<file path="config.mk">
export PLATFORM = sky130hd
export DESIGN_NAME = rst_cause_ctrl
export DESIGN_NICKNAME = d
export VERILOG_FILES = /design/src/rtl/rstc_pkg.sv /design/src/rtl/rstc_sync.sv /design/src/rtl/rstc_prio.sv /design/src/rtl/rstc_stretch.sv /design/src/rtl/rst_cause_ctrl.sv
export SDC_FILE = /design/constraint.sdc
export NUM_CORES = 1
export LEC_CHECK = 0
export BUFFER_PORTS_ARGS = -buffer_cell sky130_fd_sc_hd__buf_2
export CORE_MARGIN = 1
export CORE_UTILIZATION = 52
export CTS_CLUSTER_SIZE = 12
export DETAILED_ROUTE_END_ITERATION = 8
export PLACE_DENSITY = 0.8
export SYNTH_ARGS = -nofsm -noshare
export SYNTH_HDL_FRONTEND = slang
export SYNTH_SLANG_ARGS = --single-unit
</file>
<file path="constraint.sdc">
create_clock -name clk -period 3.68 [get_ports clk]
set_clock_uncertainty 0.15 [all_clocks]
set_input_delay 0 -clock clk [delete_from_list [all_inputs] [get_ports clk]]
set_output_delay 0 -clock clk [all_outputs]
set_load 0.01 [all_outputs]
</file>
<file path="src/rtl/rstc_pkg.sv">
package rstc_pkg;
  localparam int NUM_CAUSES = 7;
  localparam int NUM_FLAGS  = 5;
  // cause bit positions, lowest index wins
  localparam int CI_POR  = 0;
  localparam int CI_LVD  = 1;
  localparam int CI_CLK  = 2;
  localparam int CI_LOCK = 3;
  localparam int CI_WDOG = 4;
  localparam int CI_PIN  = 5;
  localparam int CI_SW   = 6;
  typedef logic [NUM_CAUSES-1:0] cause_vec_t;
endpackage

</file>
<file path="src/rtl/rstc_sync.sv">
module rstc_sync #(
  parameter int W      = 5,
  parameter int STAGES = 2
) (
  input  logic         clk,
  input  logic         clr,
  input  logic [W-1:0] d,
  output logic [W-1:0] q
);
  for (genvar i = 0; i < W; i++) begin : g_bit
    logic [STAGES-1:0] chain;
    always_ff @(posedge clk) begin
      if (clr) chain <= '0;
      else     chain <= (chain << 1) | STAGES'(d[i]);
    end
    assign q[i] = chain[STAGES-1];
  end
endmodule

</file>
<file path="src/rtl/rstc_prio.sv">
module rstc_prio #(
  parameter int N = 7
) (
  input  logic [N-1:0] req,
  output logic [N-1:0] grant
);
  always_comb begin
    logic found;
    found = 1'b0;
    grant = '0;
    for (int i = 0; i < N; i++) begin
      if (req[i] && !found) begin
        grant[i] = 1'b1;
        found    = 1'b1;
      end
    end
  end
endmodule

</file>
<file path="src/rtl/rstc_stretch.sv">
module rstc_stretch #(
  parameter int HOLD = 16
) (
  input  logic clk,
  input  logic por,
  input  logic cause_any,
  output logic rst_q,
  output logic rst_next,
  output logic entry
);
  localparam int CW = $clog2(HOLD + 1);
  logic [CW-1:0] cnt_q, cnt_next;

  always_comb begin
    if (cause_any)        cnt_next = CW'(HOLD);
    else if (cnt_q != '0) cnt_next = cnt_q - 1'b1;
    else                  cnt_next = '0;
    rst_next = (cnt_next != '0);
    entry    = cause_any && !rst_q;
  end

  always_ff @(posedge clk) begin
    if (por) begin
      cnt_q <= CW'(HOLD);
      rst_q <= 1'b1;
    end else begin
      cnt_q <= cnt_next;
      rst_q <= rst_next;
    end
  end
endmodule

</file>
<file path="src/rtl/rst_cause_ctrl.sv">
module rst_cause_ctrl
  import rstc_pkg::*;
#(
  parameter int STRETCH     = 16,
  parameter int SYNC_STAGES = 2,
  parameter int CTRL_W      = 8,
  parameter int SW_BIT      = 0
) (
  input  logic              clk,
  input  logic              por_in,
  input  logic              pin_rst_in,
  input  logic              sw_wr_en,
  input  logic [CTRL_W-1:0] sw_wr_data,
  input  logic              wdog_expired,
  input  logic              clk_lost,
  input  logic              pll_unlocked,
  input  logic              low_volt,
  output logic              rst_int_o,
  output logic              rst_out_o,
  output logic [NUM_CAUSES-1:0] cause_o
);
  logic [NUM_FLAGS-1:0] flags_raw, flags_s;
  logic       sw_req_q;
  cause_vec_t cause_now, pick, status_q, status_d;
  logic       rst_q, rst_next, entry, rst_out_q;
  logic       unused_wdata;

  assign unused_wdata = ^sw_wr_data;
  assign flags_raw = {pin_rst_in, wdog_expired, pll_unlocked, clk_lost, low_volt};

  rstc_sync #(.W(NUM_FLAGS), .STAGES(SYNC_STAGES)) sync_i (
    .clk(clk), .clr(por_in), .d(flags_raw), .q(flags_s)
  );

  // software request: cleared once reset is in effect, writes during reset dropped
  always_ff @(posedge clk) begin
    if (por_in || rst_q)                         sw_req_q <= 1'b0;
    else if (sw_wr_en && sw_wr_data[SW_BIT])     sw_req_q <= 1'b1;
  end

  assign cause_now = {sw_req_q, flags_s, 1'b0};

  rstc_prio #(.N(NUM_CAUSES)) prio_i (.req(cause_now), .grant(pick));

  rstc_stretch #(.HOLD(STRETCH)) stretch_i (
    .clk(clk), .por(por_in), .cause_any(|cause_now),
    .rst_q(rst_q), .rst_next(rst_next), .entry(entry)
  );

  assign status_d = entry ? pick : status_q;

  always_ff @(posedge clk) begin
    if (por_in) begin
      status_q  <= cause_vec_t'(1) << CI_POR;
      rst_out_q <= 1'b1;
    end else begin
      status_q  <= status_d;
      rst_out_q <= rst_next && !status_d[CI_PIN];
    end
  end

  assign rst_int_o = rst_q;
  assign rst_out_o = rst_out_q;
  assign cause_o   = status_q;
endmodule

</file>
# Word level (Yosys, flattened, before mapping)

Index checks and enable logic that the tools add are counted.

$add $sub $neg: 1
Multiply operators: 0
Divide/modulo/power cells: 0
$lt $le $gt $ge: 0
Eq/ne operators: 0
Shifts and indexed selects: 0
Muxes and demuxes: 13
Bitwise gates (word level): 5
Reduce and logical (&&, ||, !) cells: 19

Operators with widths:

| cell                                             | number |
|---|---|
| 2-to-1 mux 1 bit                                 | 10 |
| 2-to-1 mux 5 bit                                 | 2 |
| OR 2 x 1 -> 2 bit                                | 5 |
| nonzero test 5 bit                               | 2 |
| logical AND 1 bit                                | 8 |
| zero test 1 bit                                  | 7 |
| 2-to-1 mux 6 bit                                 | 1 |
| OR reduction 6 bit                               | 1 |
| subtractor 5 x 1 -> 5 bit, second input constant | 1 |
| logical OR 1 bit                                 | 1 |

Register bits after elaboration: 25
Bits in latches: 0
Memory bits (writable): 0
ROM bits: 0
Input bits: 16
Logic and storage cells: 49
Memories: 0

# Logic depth before layout (Yosys ltp)

Gate-level depths: netlist of the first run.

Depth after elaboration: 16
Gate-level depth with buffers: 6

# Modules after synthesis

From an unflattened synthesis of the first run, not the netlist that was laid out.

Cell total of the unflattened synthesis: 94
Area, all modules: 968.4 um2

Modules (own cells, without submodules):

| module         | times used | cells each | area each (um2) |
|---|---|---|---|
| rst_cause_ctrl | 1          | 32         | 327.8 |
| rstc_sync      | 1          | 25         | 300.3 |
| rstc_stretch   | 1          | 28         | 269.0 |
| rstc_prio      | 1          | 9          | 71.3 |

# Least setup slack after synthesis of the first run

OpenSTA, ideal clock, no wires.

Kind: reg2reg
Start: register sync_i.g_bit[0].chain[1]
End: register stretch_i.cnt_q[2]
Setup time: 0.066 ns
Arrival: 1.355 ns
Required time: 3.464 ns
Slack: 2.108 ns
Stages on the path, launching flop included: 5
Path buffers: 0
Period minus slack after synthesis: 1.572 ns
Cells stage by stage: dfxtp_1 or4_4 nor4_4 o31ai_2 a21oi_2

Word-level cells in the longest chain between the ends: 2

Ends and longest elaborated chain:

| what                   | line                 | text |
|---|---|---|
| from (decl)            | rstc_sync.sv:11      | `logic [STAGES-1:0] chain;` |
| from (signal assigned) | rstc_sync.sv:14      | `else chain <= (chain << 1) \| STAGES'(d[i]);` |
| OR reduction 6 bit     | rst_cause_ctrl.sv:46 | `.clk(clk), .por(por_in), .cause_any(\|cause_now),` |
| 2-to-1 mux 5 bit       | rstc_stretch.sv:15   | `if (cause_any) cnt_next = CW'(HOLD);` |
| to (signal assigned)   | rstc_stretch.sv:24   | `cnt_q <= CW'(HOLD);` |
| to (signal assigned)   | rstc_stretch.sv:27   | `cnt_q <= cnt_next;` |
| to (decl)              | rstc_stretch.sv:12   | `logic [CW-1:0] cnt_q, cnt_next;` |

Every way passes these cells.
A chain may end at the register's enable or synchronous reset.

==> results.ini, run 1 <==
[timing]
finalSetupViolations = 0
period_minus_slack_ns = 2.084
slew_headroom_pct = 74.39
hold_slack_ns = 0.3015
max_freq_mhz = 479.8
rsz0062_at_grt = false
slew_viol_final = 0
finalSetupTns_ns = 0
period_share_pct = 56.64
worstMarginPinSlew_ns = 0.3819
timing.final.hold_violations = 0

[setup_path]
crit_fanout = 5
critPathKind = reg2reg
crit_required_ns = 3.80
rrSetupSlack_ns = 1.60
crit_path_end_kind = flip-flop
cp_cell_sequence = a21oi_1 > dlygate4sd3_1 > nor3_1 > dlygate4sd3_1
setup.worst_path.end = sw_req_q$_SDFFE_PP0P_
slowest_stage = dlygate4sd3_1
rr_worst_depth = 4
r2r-start = sw_req_q$_SDFFE_PP0P_
worstPathArrival_ns = 2.20
critPathLaunchType = flip-flop
worst_path_most_repeated_cell = dlygate4sd3_1
worstSetupStartpoint = sw_req_q$_SDFFE_PP0P_
regToRegEndpoint = sw_req_q$_SDFFE_PP0P_
max_stage_delay_ns = 0.58

[logic_synthesis]
yosysMostFrequentCell = dfxtp_1
syn-instance-count = 82
syn_area_sq_um = 858.3
synth_top_area_share_pct = 58.31
syn_area_per_cell_sq_um = 10.47
async_flop_share_pct = 0
synthDistinctLibCells = 25
synth_area_leaders = dfxtp_1 58%, nor2b_1 7.3%, nor2_1 3.9%
synth.net_count = 99
synth_edf_count = 0
yosysTopAreaCell = dfxtp_1
ys_warn_count = 0
synth-seq-area-share_pct = 58.31
synthFlopType = dfxtp_1
ys_top_cells_by_count = 25 x dfxtp_1, 10 x nor2b_1, 9 x nor2_1
synth_seq_cells = 25

[pwr]
p_leak_nw = 0.4593
ir_worst_vdd_mv = 0.2539
intPower_w = 0.0003586
power.share.switching_pct = 24.25
power_frac_seq_pct = 62.2
pwr-share-comb_pct = 12.5
power_frac_clock_pct = 25.3
p_per_area_mw_per_mm2 = 421.8
netSwitchingPower_w = 0.0001148

[detailed_routing]
dr.pass1.iters = 4
ant_nets = 0
route.met2.wl_microns = 707
vias_per_cell = 5.023
vias = 658
first_iter_violations = 9
routedWlPerCell_microns = 10.95
drt-total-wl_microns = 1435
top_layer = met4
wl_met3_microns = 51
met1_length_microns = 640
drcViolationCount = 0

[clocking]
cts_hold_buf = 14
cts_tree = built
cts_setup_buffers = 0
htree_levels = 1
cts_num_sinks = 25
path_clk_slew_ns = 0.13
clockRootBuffer = clkbuf_4
clk_path_buf_depth = 2
worstSkewPairLatency_ns = 0.31
cts_resized = 0
cts_made_buffers = 3

[flow_run]
cap_viol_max_count = 0

[floorplanning]
die_h_microns = 42.63
ioPinCount = 25
initial_utilization_pct = 56.32
die_area_sq_mm = 0.001817
row_count = 14
core-area_sq_mm = 0.001524
die_w_microns = 42.63

[placed_design]
dp_hpwl_microns = 888
gp_congestion = 0.7500
place_inst = 113
portBuffers = 17

[status]
outcome = complete, no violations

[global_route]
grt_pass1_vias = 587
overflow = 0
grt_max_degree = 20
grtUsageTotal_pct = 18.20
grt_pass1_wl_microns = 2339
antenna_found_initial = 0

[worst_hold_path]
hp-class = reg2reg

[cells_and_area]
diodes = 0
area_growth_pct = 30.76
final_nets = 133
layout-drive-gt1-share_pct = 21.74
stdcell_count = 131

-- layer usage --
layer / vias up / GRT usage (%)
met5: - / 0
met2: 22 / 31.21
li1: 344 / -
met1: 288 / 19.24
met4: 0 / 13.13
met3: 4 / 3.879
-- through the flow --
step	utilization, %	instance area (sq um)	worst slack (ns)	total power, W
after floorplan	-	858.3	2.108	0.0003369
final	73.65	1122	1.596	0.0004734
after global routing	73.65	1122	1.489	0.0004938
after CTS	73.65	1122	1.655	0.0004754
after global placement	62.73	955.9	2.022	0.0003461
after detailed placement	62.73	955.9	2.014	0.0003493
-- state kept, by name, summed over array words and instances (netlist names) --
register	count
cause_o	7
rst_out_o	1
stretch_i.cnt_q	5
sw_req_q	1
stretch_i.rst_q	1
sync_i.g_bit.chain	10
-- cell families (layout without fill, tap and decap cells) --
| group | after synthesis | after routing | synth area share (%) |
|---|---|---|---|
| and+or+nand+nor | 34 | 34 | 22.89 |
| AOI/OAI and AO/OA | 15 | 15 | 13.70 |
| xor gates and xnor gates | 1 | 1 | 1.021 |
| DFF | 25 | 25 | 58.31 |
| adders and majority gates | 1 | 1 | 1.457 |
| buffers and inverters | 6 | 39 | 2.624 |
-- cell type report --
cell class | instances | area, sq um
well taps | 16 | 20.02
clock buffers | 4 | 26.28
flip-flops and latches | 25 | 500.5
multi-input cells | 51 | 335.3
inverters | 4 | 15.01
repair buffers | 31 | 225.2
fillers | 113 | 401.6
-- power groups by stage --
stage / combinational, W / clock, W / sequential [W]
after detailed placement: 0.0000487 / 0 / 0.000301
after floorplan: 0.0000377 / 0 / 0.000299
after CTS: 0.0000592 / 0.000122 / 0.000294
after global routing: 0.0000665 / 0.000131 / 0.000297
final: 0.0000591 / 0.000120 / 0.000295
after global placement: 0.0000463 / 0 / 0.000300
-- how the worst min path moves through the flow --
stage                                        start                                  end  depth (start not counted)
4_1_cts        sync_i.g_bit[1].chain[0]$_SDFF_PP0_  sync_i.g_bit[1].chain[1]$_SDFF_PP0_                          1
2_1_floorplan                             low_volt  sync_i.g_bit[0].chain[0]$_SDFF_PP0_                          1
5_1_grt        sync_i.g_bit[0].chain[0]$_SDFF_PP0_  sync_i.g_bit[0].chain[1]$_SDFF_PP0_                          1
3_5_place_dp                              low_volt  sync_i.g_bit[0].chain[0]$_SDFF_PP0_                          2
3_3_place_gp                          wdog_expired  sync_i.g_bit[3].chain[0]$_SDFF_PP0_                          2
6_report       sync_i.g_bit[0].chain[0]$_SDFF_PP0_  sync_i.g_bit[0].chain[1]$_SDFF_PP0_                          1
-- worst max-delay path: cells and delay by family, from the launching register on --
family	cells	cell delay (ns)
compound gates	1	0.07
flops	1	0.51
buf+inv	2	1.14
simple gates	1	0.16
-- placed cells by master, fill, tap and decap left out, types with 2 or more instances in the layout --
| master | netlist | layout |
|---|---|---|
| inv_1 | 4 | 4 |
| clkbuf_4 | 0 | 3 |
| dfxtp_1 | 25 | 25 |
| nor2b_1 | 10 | 10 |
| a21oi_1 | 5 | 5 |
| dlygate4sd3_1 | 0 | 14 |
| o21ai_0 | 2 | 2 |
| buf_2 | 0 | 17 |
| nor3_1 | 3 | 3 |
| nand2b_1 | 2 | 2 |
| nand2_1 | 5 | 5 |
| nor2_1 | 9 | 9 |
Power figures use the tool's default switching activity.
==> run 2: changes to the inputs <==
--- a/config.mk
+++ b/config.mk
@@ -7,10 +7,10 @@
 export LEC_CHECK = 0
 export BUFFER_PORTS_ARGS = -buffer_cell sky130_fd_sc_hd__buf_2
 export CORE_MARGIN = 1
-export CORE_UTILIZATION = 52
+export CORE_UTILIZATION = 48
 export CTS_CLUSTER_SIZE = 12
 export DETAILED_ROUTE_END_ITERATION = 8
-export PLACE_DENSITY = 0.8
+export PLACE_DENSITY = 0.75
 export SYNTH_ARGS = -nofsm -noshare
 export SYNTH_HDL_FRONTEND = slang
 export SYNTH_SLANG_ARGS = --single-unit
==> constraint.sdc (replaced) <==
create_clock -name clk -period 2 [get_ports clk]
set_clock_uncertainty 0.15 [all_clocks]
set_input_delay 0 -clock clk [delete_from_list [all_inputs] [get_ports clk]]
set_output_delay 0 -clock clk [all_outputs]
set_load 0.01 [all_outputs]
==> run 2 against run 1 <==
  * Via count down 0.46%
  * Cell area unchanged
  * Cell count up 5.3%
  * First-iteration DRC count up 22%
  * Critical path type unchanged
  * Sequential power up 84%
==> results.ini, run 2 (synthesized netlist as in run 1, its figures left out) <==
[detailed_routing]
routedWlPerCell_microns = 10.25
ant_nets = 0
first_iter_violations = 11
drcViolationCount = 0
dr.pass1.iters = 4
vias_per_cell = 4.746
drt-total-wl_microns = 1414
vias = 655

[cells_and_area]
layout_common_cells = 25 x dfxtp_1, 17 x buf_2, 13 x dlygate4sd3_1
area_growth_pct = 30.76
top_register = sync_i.g_bit.chain
largest_register_ff_count = 10
final_common_cell = dfxtp_1
stdcell_count = 138
nFillCells = 126
final_nets = 132
layout-drive-gt1-share_pct = 21.93
diodes = 0

[clocking]
path_clk_slew_ns = 0.13
worstSkewPairLatency_ns = 0.31
cts_made_buffers = 3
htree_levels = 1
cts_num_sinks = 25
clk_path_buf_depth = 2
cts_tree = built
clockRootBuffer = clkbuf_4
cts_resized = 0

[pwr]
ir_worst_vdd_mv = 0.4288
p_per_area_mw_per_mm2 = 768.4
p_leak_nw = 0.4523

[global_route]
grtUsageTotal_pct = 17.07
grt_max_degree = 20
grt_pass1_vias = 613
overflow = 0
grt_pass1_wl_microns = 2394
antenna_found_initial = 0

[timing]
worstMarginPinSlew_ns = 0.3721
finalSetupViolations = 0
finalSetupTns_ns = 0
slew_viol_final = 0
slew_headroom_pct = 75.04
period_share_pct = 85.19
rsz0062_at_grt = false
max_freq_mhz = 586.9
period_minus_slack_ns = 1.704
timing.final.hold_violations = 0

[placed_design]
dp_hpwl_microns = 956.8
portBuffers = 17
gp_congestion = 0.7566
place_inst = 121

[floorplanning]
row_count = 14
ioPinCount = 25
die_w_microns = 44.29
core-area_sq_mm = 0.001594
die_area_sq_mm = 0.001961
die_h_microns = 44.29
initial_utilization_pct = 53.85

[setup_path]
critPathLaunchType = flip-flop
critPathKind = reg2reg
rrSetupSlack_ns = 0.30
crit_fanout = 5
worstPathArrival_ns = 1.79
crit_path_end_kind = flip-flop
crit_required_ns = 2.09

[worst_hold_path]
hp-class = reg2reg

[status]
outcome = complete, no violations

[flow_run]
cap_viol_max_count = 0

[run 2: metal layers]
metal / part of all wire, % / track usage (%) / routed length [microns] / vias up
met4: 1.3 / 9.091 / 19 / 0
met2: 51 / 30.00 / 716 / 18
met3: 3.2 / 3.673 / 45 / 4
met5: 0 / 0 / 0 / -
met1: 45 / 19.16 / 633 / 293
li1: - / - / - / 340
[run 2: power breakdown]
part           internal [W]  leakage (nW)  switching (W)
Clock             0.0000777        0.0150       0.000136
Sequential         0.000523         0.205      0.0000183
Combinational     0.0000582         0.233      0.0000492
Total              0.000659         0.452       0.000203
[run 2: worst max-delay path: stages (launching register included)]
cell,delay [ns]
dfxtp_1,0.36
or4_4,0.59
o31ai_4,0.28
nand2_1,0.09
a21oi_1,0.18
[run 2: layout make-up]
cell class / count / area [sq um] / share of cell area [%]
multi-input combinational: 51 / 335.3 / 29.88
timing repair buffer: 30 / 215.2 / 19.17
sequential: 25 / 500.5 / 44.59
clock buffer: 4 / 26.28 / 2.341
inverter: 4 / 15.01 / 1.338
tap: 24 / 30.03 / 2.676
[run 2: repair_timing]
item | in CTS | in global routing
hold buffers | 13 | 0
buffers inserted | 0 | 0
endpoints found under the hold margin | 17 | 0
[run 2: per-stage QoR]
| step | worst slack, ns | area, sq um | hold slack, ns | total power (W) | utilization, % |
|---|---|---|---|---|---|
| 6_report | 0.2962 | 1122 | 0.2979 | 0.0008624 | 70.41 |
| 5_1_grt | 0.2217 | 1122 | 0.3105 | 0.0009069 | 70.41 |
| 4_1_cts | 0.2968 | 1122 | 0.3018 | 0.0008692 | 70.41 |
| 3_5_place_dp | 0.3219 | 965.9 | 0.06164 | 0.0006424 | 60.60 |
| 3_3_place_gp | 0.3450 | 965.9 | 0.05713 | 0.0006376 | 60.60 |
| 2_1_floorplan | 0.4283 | 858.3 | -0.02182 | 0.0006200 | - |
[run 2: final timing paths]
kind,start,endpoint,cells past startpoint
max,sync_i.g_bit[0].chain[1]$_SDFF_PP0_,cause_o[4]$_SDFFE_PP0N_,4
min reg2reg,sync_i.g_bit[0].chain[0]$_SDFF_PP0_,sync_i.g_bit[0].chain[1]$_SDFF_PP0_,1
max reg2reg,sync_i.g_bit[0].chain[1]$_SDFF_PP0_,cause_o[4]$_SDFFE_PP0N_,4
min,sync_i.g_bit[0].chain[0]$_SDFF_PP0_,sync_i.g_bit[0].chain[1]$_SDFF_PP0_,1
==> run 3: changes to the inputs <==
--- a/config.mk
+++ b/config.mk
@@ -11,6 +11,7 @@
 export CTS_CLUSTER_SIZE = 12
 export DETAILED_ROUTE_END_ITERATION = 8
 export PLACE_DENSITY = 0.75
+export RECOVER_POWER = 50
 export SYNTH_ARGS = -nofsm -noshare
 export SYNTH_HDL_FRONTEND = slang
 export SYNTH_SLANG_ARGS = --single-unit
==> run 3 against run 2 <==
  * Power hardly changed
  * Largest cell class unchanged
  * Cell count unchanged
  * Sequential share of layout area is 0.45 points higher
  * Maximum frequency is the same
  * Register-to-register slack is essentially flat
  * First-iteration DRC count grew 9.1%
  * Sequential power about the same
  * Die area did not move
  * Worst hold slack unchanged
  * Utilization shrank 0.71 points
==> results.ini, run 3 (synthesized netlist as in run 1, its figures left out) <==
[status]
outcome = complete, no violations

[placed_design]
dp_slack_ns = 0.3219
gp_congestion = 0.7566
portBuffers = 17
dp_hpwl_microns = 956.8

[floorplanning]
initial_utilization_pct = 53.85
ioPinCount = 25
die_w_microns = 44.29
die_h_microns = 44.29
row_count = 14
die_area_sq_mm = 0.001961
core-area_sq_mm = 0.001594

[detailed_routing]
drcViolationCount = 0
first_iter_violations = 12
routedWlPerCell_microns = 10.36
ant_nets = 0
vias_per_cell = 4.746
drt-total-wl_microns = 1429
vias = 655
dr.pass1.iters = 4

[global_route]
antenna_found_initial = 0
grt_max_degree = 20
grt_pass1_vias = 613
overflow = 0
grtUsageTotal_pct = 17.07
grt_pass1_wl_microns = 2394

[clocking]
clockRootBuffer = clkbuf_4
worstSkewPairLatency_ns = 0.31
cts_made_buffers = 3
htree_levels = 1
clk_path_buf_depth = 2
cts_resized = 0
cts_tree = built
path_clk_slew_ns = 0.13
cts_num_sinks = 25
cts_setup_buffers = 0

[setup_path]
worstPathArrival_ns = 1.79
crit_path_end_kind = flip-flop
critPathKind = reg2reg
critPathLaunchType = flip-flop
crit_fanout = 5
crit_required_ns = 2.09

[timing]
slew_headroom_pct = 75.04
rsz0062_at_grt = false
slew_viol_final = 0
period_minus_slack_ns = 1.704
max_freq_mhz = 586.9
finalSetupTns_ns = 0
timing.final.ws_setup_ns = 0.2962
hold_slack_ns = 0.2979
period_share_pct = 85.19
finalSetupViolations = 0
worstMarginPinSlew_ns = 0.3721
timing.final.hold_violations = 0

[pwr]
p_per_area_mw_per_mm2 = 775.7
ir_worst_vdd_mv = 0.4288
p_leak_nw = 0.4224

[cells_and_area]
layout-drive-gt1-share_pct = 14.04
largest_register_ff_count = 10
layout_common_cells = 25 x dfxtp_1, 13 x dlygate4sd3_1, 10 x nor2b_1, 10 x clkbuf_1, 9 x nor2_1
top_register = sync_i.g_bit.chain
diodes = 0
area_growth_pct = 29.45
final_nets = 132
final_common_cell = dfxtp_1

[worst_hold_path]
hp-class = reg2reg

[flow_run]
cap_viol_max_count = 0

[run 3: cell count changes in the layout (fill, tap and decap cells not counted)]
cell,delta
buf_2,-9
clkbuf_1,+9
[run 3: cell type report]
type / instances / area (sq um)
Fill cell: 131 / 483.0
Timing Repair Buffer: 30 / 203.9
Multi-Input combinational cell: 51 / 335.3
Sequential cell: 25 / 500.5
Clock buffer: 4 / 26.28
Tap cell: 24 / 30.03
Inverter: 4 / 15.01
[run 3: per-stage QoR]
step	cell area (sq um)	utilization, %	cells	power, W
2_1_floorplan	858.3	-	82	0.0006200
3_3_place_gp	965.9	60.60	121	0.0006376
4_1_cts	1122	70.41	138	0.0008692
5_1_grt	1111	69.70	138	0.0009063
3_5_place_dp	965.9	60.60	121	0.0006424
6_report	1111	69.70	138	0.0008619
[run 3: worst paths after layout]
path,start,endpoint,slack (ns),cells past startpoint
max reg2reg,sync_i.g_bit[0].chain[1]$_SDFF_PP0_,cause_o[4]$_SDFFE_PP0N_,0.30,4
min,sync_i.g_bit[0].chain[0]$_SDFF_PP0_,sync_i.g_bit[0].chain[1]$_SDFF_PP0_,0.30,1
max,sync_i.g_bit[0].chain[1]$_SDFF_PP0_,cause_o[4]$_SDFFE_PP0N_,0.30,4
min reg2reg,sync_i.g_bit[0].chain[0]$_SDFF_PP0_,sync_i.g_bit[0].chain[1]$_SDFF_PP0_,0.30,1
[run 3: worst max-delay path: stages (launching register included)]
cell,delay (ns)
dfxtp_1,0.36
or4_4,0.59
o31ai_4,0.28
nand2_1,0.09
a21oi_1,0.18
[run 3: power by group]
part / leakage, nW / internal, W / switching (W)
clock: 0.0150 / 0.0000777 / 0.000136
sequential: 0.205 / 0.000523 / 0.0000184
combinational: 0.203 / 0.0000575 / 0.0000492
[run 3: per-layer routing]
layer	vias to the layer above	track usage, %	part of all wire (%)
met5	-	0	0
met4	0	9.091	1.3
met3	4	3.673	3.5
met2	18	30.00	50
met1	293	19.16	45
li1	340	-	-
[run 3: timing repair]
| item | in CTS | in global routing |
|---|---|---|
| endpoints found under the hold margin | 17 | 0 |
| hold buffers | 13 | 0 |
| setup endpoints to repair | 0 | 0 |
